[src/rtl/mdio_pkg.sv]
package mdio_pkg;

  typedef enum logic [1:0] {
    OPC_RSVD0 = 2'd0,
    OPC_WRITE = 2'd1,
    OPC_READ  = 2'd2,
    OPC_RSVD3 = 2'd3
  } mdio_opc_e;

  // Number of MDC cycles in a frame, with or without the ones preamble.
  function automatic int unsigned frame_cycles(input logic pre, input int unsigned fw);
    return pre ? 2 * fw : fw;
  endfunction

  // The opcode field sits just below the start bit of the frame word.
  function automatic logic word_is_read(input logic [31:0] w);
    return mdio_opc_e'(w[29:28]) == OPC_READ;
  endfunction

  // System clocks per MDC period for a given divider setting.
  function automatic int unsigned mdc_period(input int unsigned div);
    return 2 * (div + 1);
  endfunction

endpackage

[src/rtl/mdio_clkgen.sv]
module mdio_clkgen #(
  parameter int unsigned DIV_W = 7
) (
  input  logic             clk,
  input  logic             rst_n,
  input  logic             run,
  input  logic [DIV_W-1:0] div,
  output logic             mdc,
  output logic             rise_tick,
  output logic             fall_tick
);

  logic [DIV_W-1:0] cnt_q;
  logic             half_end;

  assign half_end  = run && (cnt_q == div);
  assign rise_tick = half_end && !mdc;
  assign fall_tick = half_end && mdc;

  always_ff @(posedge clk or negedge rst_n) begin
    if (!rst_n) begin
      cnt_q <= '0;
      mdc   <= 1'b0;
    end else if (!run) begin
      cnt_q <= '0;
      mdc   <= 1'b0;
    end else if (half_end) begin
      cnt_q <= '0;
      mdc   <= ~mdc;
    end else begin
      cnt_q <= cnt_q + 1'b1;
    end
  end


  mdc_low_when_stopped_chk: assert property (@(posedge clk) disable iff (!rst_n)
    !run |=> !mdc);

endmodule

[src/rtl/mdio_frame_engine.sv]
module mdio_frame_engine #(
  parameter int unsigned FRAME_W = 32,
  parameter int unsigned DATA_W  = 16
) (
  input  logic               clk,
  input  logic               rst_n,
  input  logic               launch,
  input  logic [FRAME_W-1:0] word,
  input  logic               pre,
  input  logic               rise_tick,
  input  logic               fall_tick,
  input  logic               mdio_i,
  output logic               active,
  output logic               rd_q,
  output logic               mdio_o,
  output logic               mdio_oe,
  output logic               done,
  output logic [DATA_W-1:0]  rd_data
);
  import mdio_pkg::*;

  localparam int unsigned IDX_W = $clog2(2 * FRAME_W);
  localparam int unsigned BIT_W = $clog2(FRAME_W);
  localparam logic [IDX_W-1:0] TA_LAST = IDX_W'(DATA_W);

  logic [IDX_W-1:0]   idx_q;
  logic [FRAME_W-1:0] word_q;
  logic [DATA_W-1:0]  shreg_q;
  logic               in_pre;
  logic               capture;

  assign in_pre  = idx_q >= IDX_W'(FRAME_W);
  assign mdio_o  = active && (in_pre ? 1'b1 : word_q[idx_q[BIT_W-1:0]]);
  assign mdio_oe = active && !(rd_q && idx_q <= TA_LAST);
  assign capture = active && rd_q && rise_tick && (idx_q < TA_LAST);
  assign done    = active && fall_tick && (idx_q == '0);
  assign rd_data = shreg_q;

  always_ff @(posedge clk or negedge rst_n) begin
    if (!rst_n) begin
      active  <= 1'b0;
      rd_q    <= 1'b0;
      idx_q   <= '0;
      word_q  <= '0;
      shreg_q <= '0;
    end else if (launch) begin
      active  <= 1'b1;
      rd_q    <= word_is_read(word);
      idx_q   <= IDX_W'(frame_cycles(pre, FRAME_W) - 1);
      word_q  <= word;
      shreg_q <= '0;
    end else if (active) begin
      if (capture) shreg_q <= {shreg_q[DATA_W-2:0], mdio_i};
      if (fall_tick) begin
        if (idx_q == '0) active <= 1'b0;
        else             idx_q  <= idx_q - 1'b1;
      end
    end
  end


  read_release_chk: assert property (@(posedge clk) disable iff (!rst_n)
    (active && rd_q && idx_q < TA_LAST) |-> !mdio_oe);


  preamble_ones_chk: assert property (@(posedge clk) disable iff (!rst_n)
    (active && in_pre) |-> (mdio_o && mdio_oe));

endmodule

[src/rtl/mdio_master.sv]
module mdio_master #(
  parameter int unsigned ADDR_W  = 3,
  parameter int unsigned REG_W   = 32,
  parameter int unsigned DIV_W   = 7,
  parameter int unsigned DATA_W  = 16
) (
  input  logic              clk,
  input  logic              rst_n,
  input  logic              reg_valid,
  input  logic              reg_write,
  input  logic [ADDR_W-1:0] reg_addr,
  input  logic [REG_W-1:0]  reg_wdata,
  output logic [REG_W-1:0]  reg_rdata,
  output logic              mdc,
  output logic              mdio_o,
  output logic              mdio_oe,
  input  logic              mdio_i
);

  localparam logic [ADDR_W-1:0] CTRL_OFS = ADDR_W'(0);
  localparam logic [ADDR_W-1:0] CMD_OFS  = ADDR_W'(4);
  localparam int unsigned PRE_BIT  = DIV_W;
  localparam int unsigned BUSY_BIT = DIV_W + 1;

  logic [DIV_W-1:0]  div_q;
  logic              pre_q;
  logic [DIV_W-1:0]  run_div_q;
  logic [REG_W-1:0]  cmd_q;
  logic              ctrl_wr;
  logic              data_wr;
  logic              launch;
  logic              busy;
  logic              rd_q;
  logic              done;
  logic              rise_tick;
  logic              fall_tick;
  logic [DATA_W-1:0] rd_data;

  assign ctrl_wr = reg_valid && reg_write && (reg_addr == CTRL_OFS);
  assign data_wr = reg_valid && reg_write && (reg_addr == CMD_OFS);
  assign launch  = data_wr && !busy;

  always_comb begin
    reg_rdata = '0;
    if (reg_addr == CTRL_OFS) begin
      reg_rdata[DIV_W-1:0] = div_q;
      reg_rdata[PRE_BIT]   = pre_q;
      reg_rdata[BUSY_BIT]  = busy;
    end else if (reg_addr == CMD_OFS) begin
      reg_rdata = cmd_q;
    end
  end

  always_ff @(posedge clk or negedge rst_n) begin
    if (!rst_n) begin
      div_q     <= '0;
      pre_q     <= 1'b0;
      run_div_q <= '0;
      cmd_q     <= '0;
    end else begin
      if (ctrl_wr) begin
        div_q <= reg_wdata[DIV_W-1:0];
        pre_q <= reg_wdata[PRE_BIT];
      end
      if (launch) begin
        cmd_q     <= reg_wdata;
        run_div_q <= div_q;
      end else if (done && rd_q) begin
        cmd_q[DATA_W-1:0] <= rd_data;
      end
    end
  end

  mdio_clkgen #(.DIV_W(DIV_W)) u_clkgen (
    .clk       (clk),
    .rst_n     (rst_n),
    .run       (busy),
    .div       (run_div_q),
    .mdc       (mdc),
    .rise_tick (rise_tick),
    .fall_tick (fall_tick)
  );

  mdio_frame_engine #(.FRAME_W(REG_W), .DATA_W(DATA_W)) u_engine (
    .clk       (clk),
    .rst_n     (rst_n),
    .launch    (launch),
    .word      (reg_wdata),
    .pre       (pre_q),
    .rise_tick (rise_tick),
    .fall_tick (fall_tick),
    .mdio_i    (mdio_i),
    .active    (busy),
    .rd_q      (rd_q),
    .mdio_o    (mdio_o),
    .mdio_oe   (mdio_oe),
    .done      (done),
    .rd_data   (rd_data)
  );


  idle_release_chk: assert property (@(posedge clk) disable iff (!rst_n)
    !busy |-> (!mdc && !mdio_oe));


  launch_busy_chk: assert property (@(posedge clk) disable iff (!rst_n)
    launch |=> busy);


  busy_write_ignored_chk: assert property (@(posedge clk) disable iff (!rst_n)
    (data_wr && busy && !done) |=> $stable(cmd_q));


  mdio_hold_chk: assert property (@(posedge clk) disable iff (!rst_n)
    (mdc && $past(mdc)) |-> $stable(mdio_o));


  divider_frozen_chk: assert property (@(posedge clk) disable iff (!rst_n)
    (busy && !launch && $past(busy)) |-> $stable(run_div_q));

endmodule

[config.mk]
export PLATFORM = sky130hd
export DESIGN_NAME = mdio_master
export DESIGN_NICKNAME = d
export VERILOG_FILES = /design/src/rtl/mdio_pkg.sv /design/src/rtl/mdio_clkgen.sv /design/src/rtl/mdio_frame_engine.sv /design/src/rtl/mdio_master.sv
export SDC_FILE = /design/constraint.sdc
export NUM_CORES = 1
export LEC_CHECK = 0
export ABC_CLOCK_PERIOD_IN_PS = 8300
export BUFFER_PORTS_ARGS = -buffer_cell sky130_fd_sc_hd__buf_4
export CAP_MARGIN = 25
export CELL_PAD_IN_SITES_DETAIL_PLACEMENT = 2
export CELL_PAD_IN_SITES_GLOBAL_PLACEMENT = 2
export CORE_UTILIZATION = 43
export CTS_CLUSTER_SIZE = 16
export DETAILED_ROUTE_END_ITERATION = 12
export PLACE_DENSITY = 0.88
export RECOVER_POWER = 100
export SLEW_MARGIN = 20
export SYNTH_ARGS = -nofsm -noshare
export SYNTH_HDL_FRONTEND = slang
export SYNTH_HIERARCHICAL = 1
export SYNTH_SLANG_ARGS = --single-unit
export TNS_END_PERCENT = 1
[constraint.sdc]
create_clock -name clk -period 8.3 [get_ports clk]
set_clock_uncertainty 0.05 [all_clocks]
set_input_delay 0.415 -clock clk [delete_from_list [all_inputs] [get_ports clk]]
set_output_delay 0.415 -clock clk [all_outputs]
set_load 0.01 [all_outputs]
Yosys cells after proc, flatten, opt, wreduce, memory -nomap -nowiden

Index checks and enable logic that the tools add are counted.

Output and inout port bits: 35
Word-level logic and storage cells: 76
Input bits: 40
Bits in registers: 111

Bitwise logic cells: 1
$lt $le $gt $ge: 4
Add/sub/neg operators: 3
Equality and inequality tests: 5
Reductions and logical operators: 27
Mux-type cells: 24

Operator list:

| cell                | number |
|---|---|
| $mux 16             | 5 |
| $mux 32             | 1 |
| $mux 6              | 5 |
| $mux 23             | 1 |
| $logic_and 1x1->1   | 16 |
| $mux 7              | 2 |
| $sub 6x1->6 const B | 2 |
| $mux 9              | 1 |
| $mux 1              | 8 |
| $reduce_bool 2->1   | 4 |
| $add 7x1->7 const B | 1 |
| $eq 7x7->1          | 1 |
| $ge 6x6->1 const B  | 1 |
| $le 6x5->1 const B  | 1 |
| $logic_not 6->1     | 1 |
| $lt 5x6->1 const B  | 1 |
| $lt 6x5->1 const B  | 1 |
| $bmux 1 s5          | 1 |
| $ne 2x2->1 const B  | 2 |
| $eq 3x3->1 const B  | 1 |
| $logic_not 1->1     | 3 |
| $logic_not 3->1     | 1 |
| $reduce_and 3->1    | 1 |
| $eq 2x2->1 const B  | 1 |
| other kinds (2)     | 2 |

Logic depth before layout (Yosys ltp)

Depth in word-level cells: 8
Depth in mapped cells: 12
Depth with buffers taken out: 9

Modules after synthesis

Netlist, hierarchy kept.

Modules (own cells, without submodules):

| module            | cells an instance | area each (um^2) | times used | sequential area each (um^2) |
|---|---|---|---|---|
| mdio_frame_engine | 216               | 2562.5           | 1          | 1401.3 |
| mdio_master       | 171               | 2421.1           | 1          | 1176.1 |
| mdio_clkgen       | 42                | 469.2            | 1          | 200.2 |

Worst setup path before layout

No wires, ideal clock.

Path type: in2reg
From: in reg_addr[1]
To: reg u_engine.idx_q[2]
Buffers on the path: 3
Path slack: 5574 ps
Data required time: 8124 ps
Stages on the path: 12
Data arrival time: 2550 ps
Path through: or2_1 or4b_1 buf_2 buf_6 inv_1 clkbuf_1 clkinv_1 nand2_1 ha_1 nand2_1 mux2i_1 a21oi_1

Cells in the longest elaborated chain, start to end: 5
Elaborated cells on any way between the ends: 8
Classes of those cells: eq/ne: 2; mux: 1; reduce/logical: 5

Ends and longest elaborated chain:

| what                                                             | line                    | RTL |
|---|---|---|
| start, declared                                                  | mdio_master.sv:11       | `input logic [ADDR_W-1:0] reg_addr,` |
| $eq 3x3->1 *                                                     | mdio_master.sv:40       | `assign data_wr = reg_valid && reg_write && (reg_addr == CMD_OFS);` |
| $logic_and 1x1->1 *                                              | mdio_master.sv:40       |  |
| $logic_and 1x1->1 *                                              | mdio_master.sv:41       | `assign launch = data_wr && !busy;` |
| via launch                                                       | mdio_master.sv:31       | `logic launch;` |
| $ne 2x2->1 (no source line) or $reduce_bool 2->1 (tied branches) | n/a                     |  |
| $reduce_and 3->1 (no source line)                                | n/a                     |  |
| end signal, assigned                                             | mdio_frame_engine.sv:49 | `idx_q <= IDX_W'(frame_cycles(pre, FRAME_W) - 1);` |
| end signal, assigned                                             | mdio_frame_engine.sv:56 | `else idx_q <= idx_q - 1'b1;` |
| end, declared                                                    | mdio_frame_engine.sv:26 | `logic [IDX_W-1:0] idx_q;` |

The timed path passes the listed nets; every way through them passes the cells marked *.
A chain may end at the register's enable or synchronous reset.

Worst setup path after layout

From: in reg_addr[2]
To: reg u_engine.idx_q[2]

Same word-level chain as after synthesis.

==> summary.md <==
| Metric | Value |
|---|---|
| Total GRT Usage | 0.282 |
| Post-synth EDFFs | 0 |
| Register area | 2780 um^2 |
| Fin nets | 534 |
| Seq/Total Area, Yosys | 0.509 |
| Fillers | 1252 |
| Post-synth top area share | 0.509 |
| Crit path required time | 8.45 ns |
| Pwr Density | 308 nW/um^2 |
| Yosys warnings | 6 |
| Row count | 40 |
| Crit share post-route | 0.643 |
| Initial antenna violation count | 0 |
| Die height | 115 um |
| First-pass GRT wire length | 26.7 mm |
| Critical path class | primary input to flop |
| Final TNS setup | 0 ns |
| CTS max path bufs | 2 |
| Final hold viol count | 0 |
| Cell taking the most area after synthesis | dfrtp_1 |
| TritonCTS clock tree | done |
| GRT overflow | 0 |
| Dpl cell area | 6090 um^2 |
| Commonest non-fill, non-tap cell in the layout | dfrtp_1 |
| Syn avg cell area | 12.7 um^2 |
| Total die area | 13100 um^2 |
| Routability Congestion | 0.772 |
| Worst reg2reg endpoint | u_engine/idx_q[2]$_DFFE_PN0P_ |
| Drt wl/cell | 25.5 um |
| Cells after Synth | 429 |
| Core ar. | 12200 um^2 |
| LEAKAGE | 2.96 nW |
| Clock root buffer | clkbuf_16 |
| Total power | 1.89 mW |
| Routed via count | 3725 |
| Fraction of layout cells with a size suffix above 1 | 0.235 |
| Area grow syn2layout | 12.6% |
| Worst slew margin | -0.678 |
| Reg clk slew, reported paths | 0.07 ns |
| DR pass1 iterations | 4 |
| Die span in x | 115 um |
| Post-layout min period | 5.33 ns |
| Failing checks | max-capacitance violations, max-slew violations |
| Ant. Diodes | 0 |
| DPL Wire Length | 10.4 mm |
| Crit. End Element | flop |
| Drc violations | 0 |
| Maximum vdd drop | 0.127 mV |
| Synthesized flop and latch total | 111 |
| Post-CTS Resized | 0 |
| IO Pins | 75 |
| Worst Path Max Fanout | 55 |
| Cell variety after synth | 48 |
| 1st-iter DRT viols | 223 |
| Number of CTS-inserted buffers | 9 |
| WHS | 0.215 ns |
| Vias in the first global route | 4401 |
| Syn nets | 471 |
| Port Buffer Count | 74 |
| Crit path DAT | 5.48 ns |
| CP startpoint | reg_addr[2] |
| Via density | 5.60 |
| FF-to-FF path depth | 8 |
| Worst-Skew Late Latency | 0.36 ns |
| Cell area after synthesis | 5450 um^2 |
| Asr flop ratio synth | 1.00 |
| Fmax | 187 MHz |
| Max cap viols | 5 |
| Top area cells in the synthesized netlist | dfrtp_1 (51%), mux2_2 (11%), mux2_4 (11%) |
| R2R Setup Slk | 3.80 ns |
| Largest net degree at the start of global routing | 84 |
| Setup-failing EPs final | 0 |
| RSZ-0062 raised after global routing | no |
| Hold Path Class | primary input to flop |
| H-tree depth | 3 |
| Cell area after layout | 6140 um^2 |
| Initial Util | 0.448 |
| Multi-input logic area | 2330 um^2 |
| Reg2reg start | u_engine/active$_DFF_PN0_ |
| Most used flip-flop cell after synthesis | dfrtp_1 |
| # clock sinks | 111 |
| Run status | complete, but fails checks |
| Max-slew violations | 170 |
| ANT nets after route | 0 |
| Measured slew at the worst slew-check pin | 2.52 ns |
| Final WL | 16.9 mm |
| Setup crit start kind | primary input |
| Critical Path End | u_engine/idx_q[2]$_DFFE_PN0P_ |
| Most frequent cells in the layout | dfrtp_1 (111), mux2_2 (51), nand2_1 (44) |
## cell usage after synthesis, types with 4 or more instances
library cell  count
dfrtp_1         111
mux2_2           55
nand2_1          44
mux2_4           39
and3_1           27
a21oi_1          21
mux2i_1          19
nor2_1           18
clkbuf_1         13
xor2_1            7
buf_2             6
inv_1             6
nand3_1           6
buf_6             5
xnor2_1           5
o21ai_0           4
## area by class of cell
cell class	instances	area share
sequential	111	0.453
multi-input combinational	285	0.379
timing repair buffer	78	0.0744
clock buffer	10	0.0373
tap	168	0.0342
clock inverter	6	0.0177
inverter	7	0.00448
## metrics by stage
stage | cells | setup WS, ns | util
after floorplan | 429 | 5.57 | -
after global placement | 648 | 4.55 | 0.501
after detailed placement | 648 | 4.24 | 0.501
after CTS | 665 | 4.56 | 0.530
after global routing | 665 | 2.63 | 0.505
final | 665 | 2.97 | 0.505
## worst max-delay path, stage by stage
cell and delay, ns:
clkbuf_1 1.32, or4b_2 0.70, clkinvlp_2 1.37, clkinv_1 0.74, nand2_1 0.23, ha_1 0.27
nand2_1 0.09, mux2i_1 0.20, a21oi_1 0.12
## cell families after synthesis
kind of cell / share of synthesized area
AND/OR/NAND/NOR: 0.109
XOR/XNOR: 0.0223
buffers and inverters: 0.0317
adder cells (fa/ha/maj): 0.00459
flip-flops: 0.509
AO/OA/AOI/OAI: 0.0404
multiplexers: 0.283
## where the power goes
group          internal (mW)  total (mW)  leakage [nW]  switching [mW]
logic                  0.246       0.517          1.33           0.271
registers              0.702       0.872          1.46           0.170
clock network          0.295       0.500         0.166           0.205
## metal layers
layer,track usage,wire [um],up-vias
met5,0,0,-
met4,0.0900,333,0
met2,0.515,9210,93
met1,0.335,6910,1969
li1,-,-,1637
met3,0.0498,478,26
## repair_timing
action | 4_1_cts | 5_1_grt
endpoints found under the setup margin | 0 | 0
endpoints found under the hold margin | 28 | 0
hold buffers | 1 | 0
buffers inserted | 0 | 0
## flip-flops by register name (all words and copies together), names as in the netlist
register / flops
cmd_q: 32
div_q: 7
pre_q: 1
run_div_q: 7
u_clkgen/cnt_q: 7
u_clkgen/mdc: 1
u_engine/active: 1
u_engine/idx_q: 6
u_engine/rd_data: 16
u_engine/rd_q: 1
u_engine/word_q: 32
## worst min-delay path by stage
stage | startpoint | endpoint | slack [ns] | depth (start not counted)
floorplan | rst_n | cmd_q[0]$_DFFE_PN0P_ | 0.07 | 0
global placement | rst_n | div_q[6]$_DFFE_PN0P_ | 0.31 | 1
detailed placement | rst_n | div_q[6]$_DFFE_PN0P_ | 0.32 | 1
CTS | reg_wdata[28] | u_engine/rd_q$_DFFE_PN0P_ | 0.20 | 2
global route | reg_wdata[28] | u_engine/rd_q$_DFFE_PN0P_ | 0.21 | 2
finish | reg_wdata[28] | u_engine/rd_q$_DFFE_PN0P_ | 0.21 | 2
No activity file was read; power rests on OpenSTA's default activity.
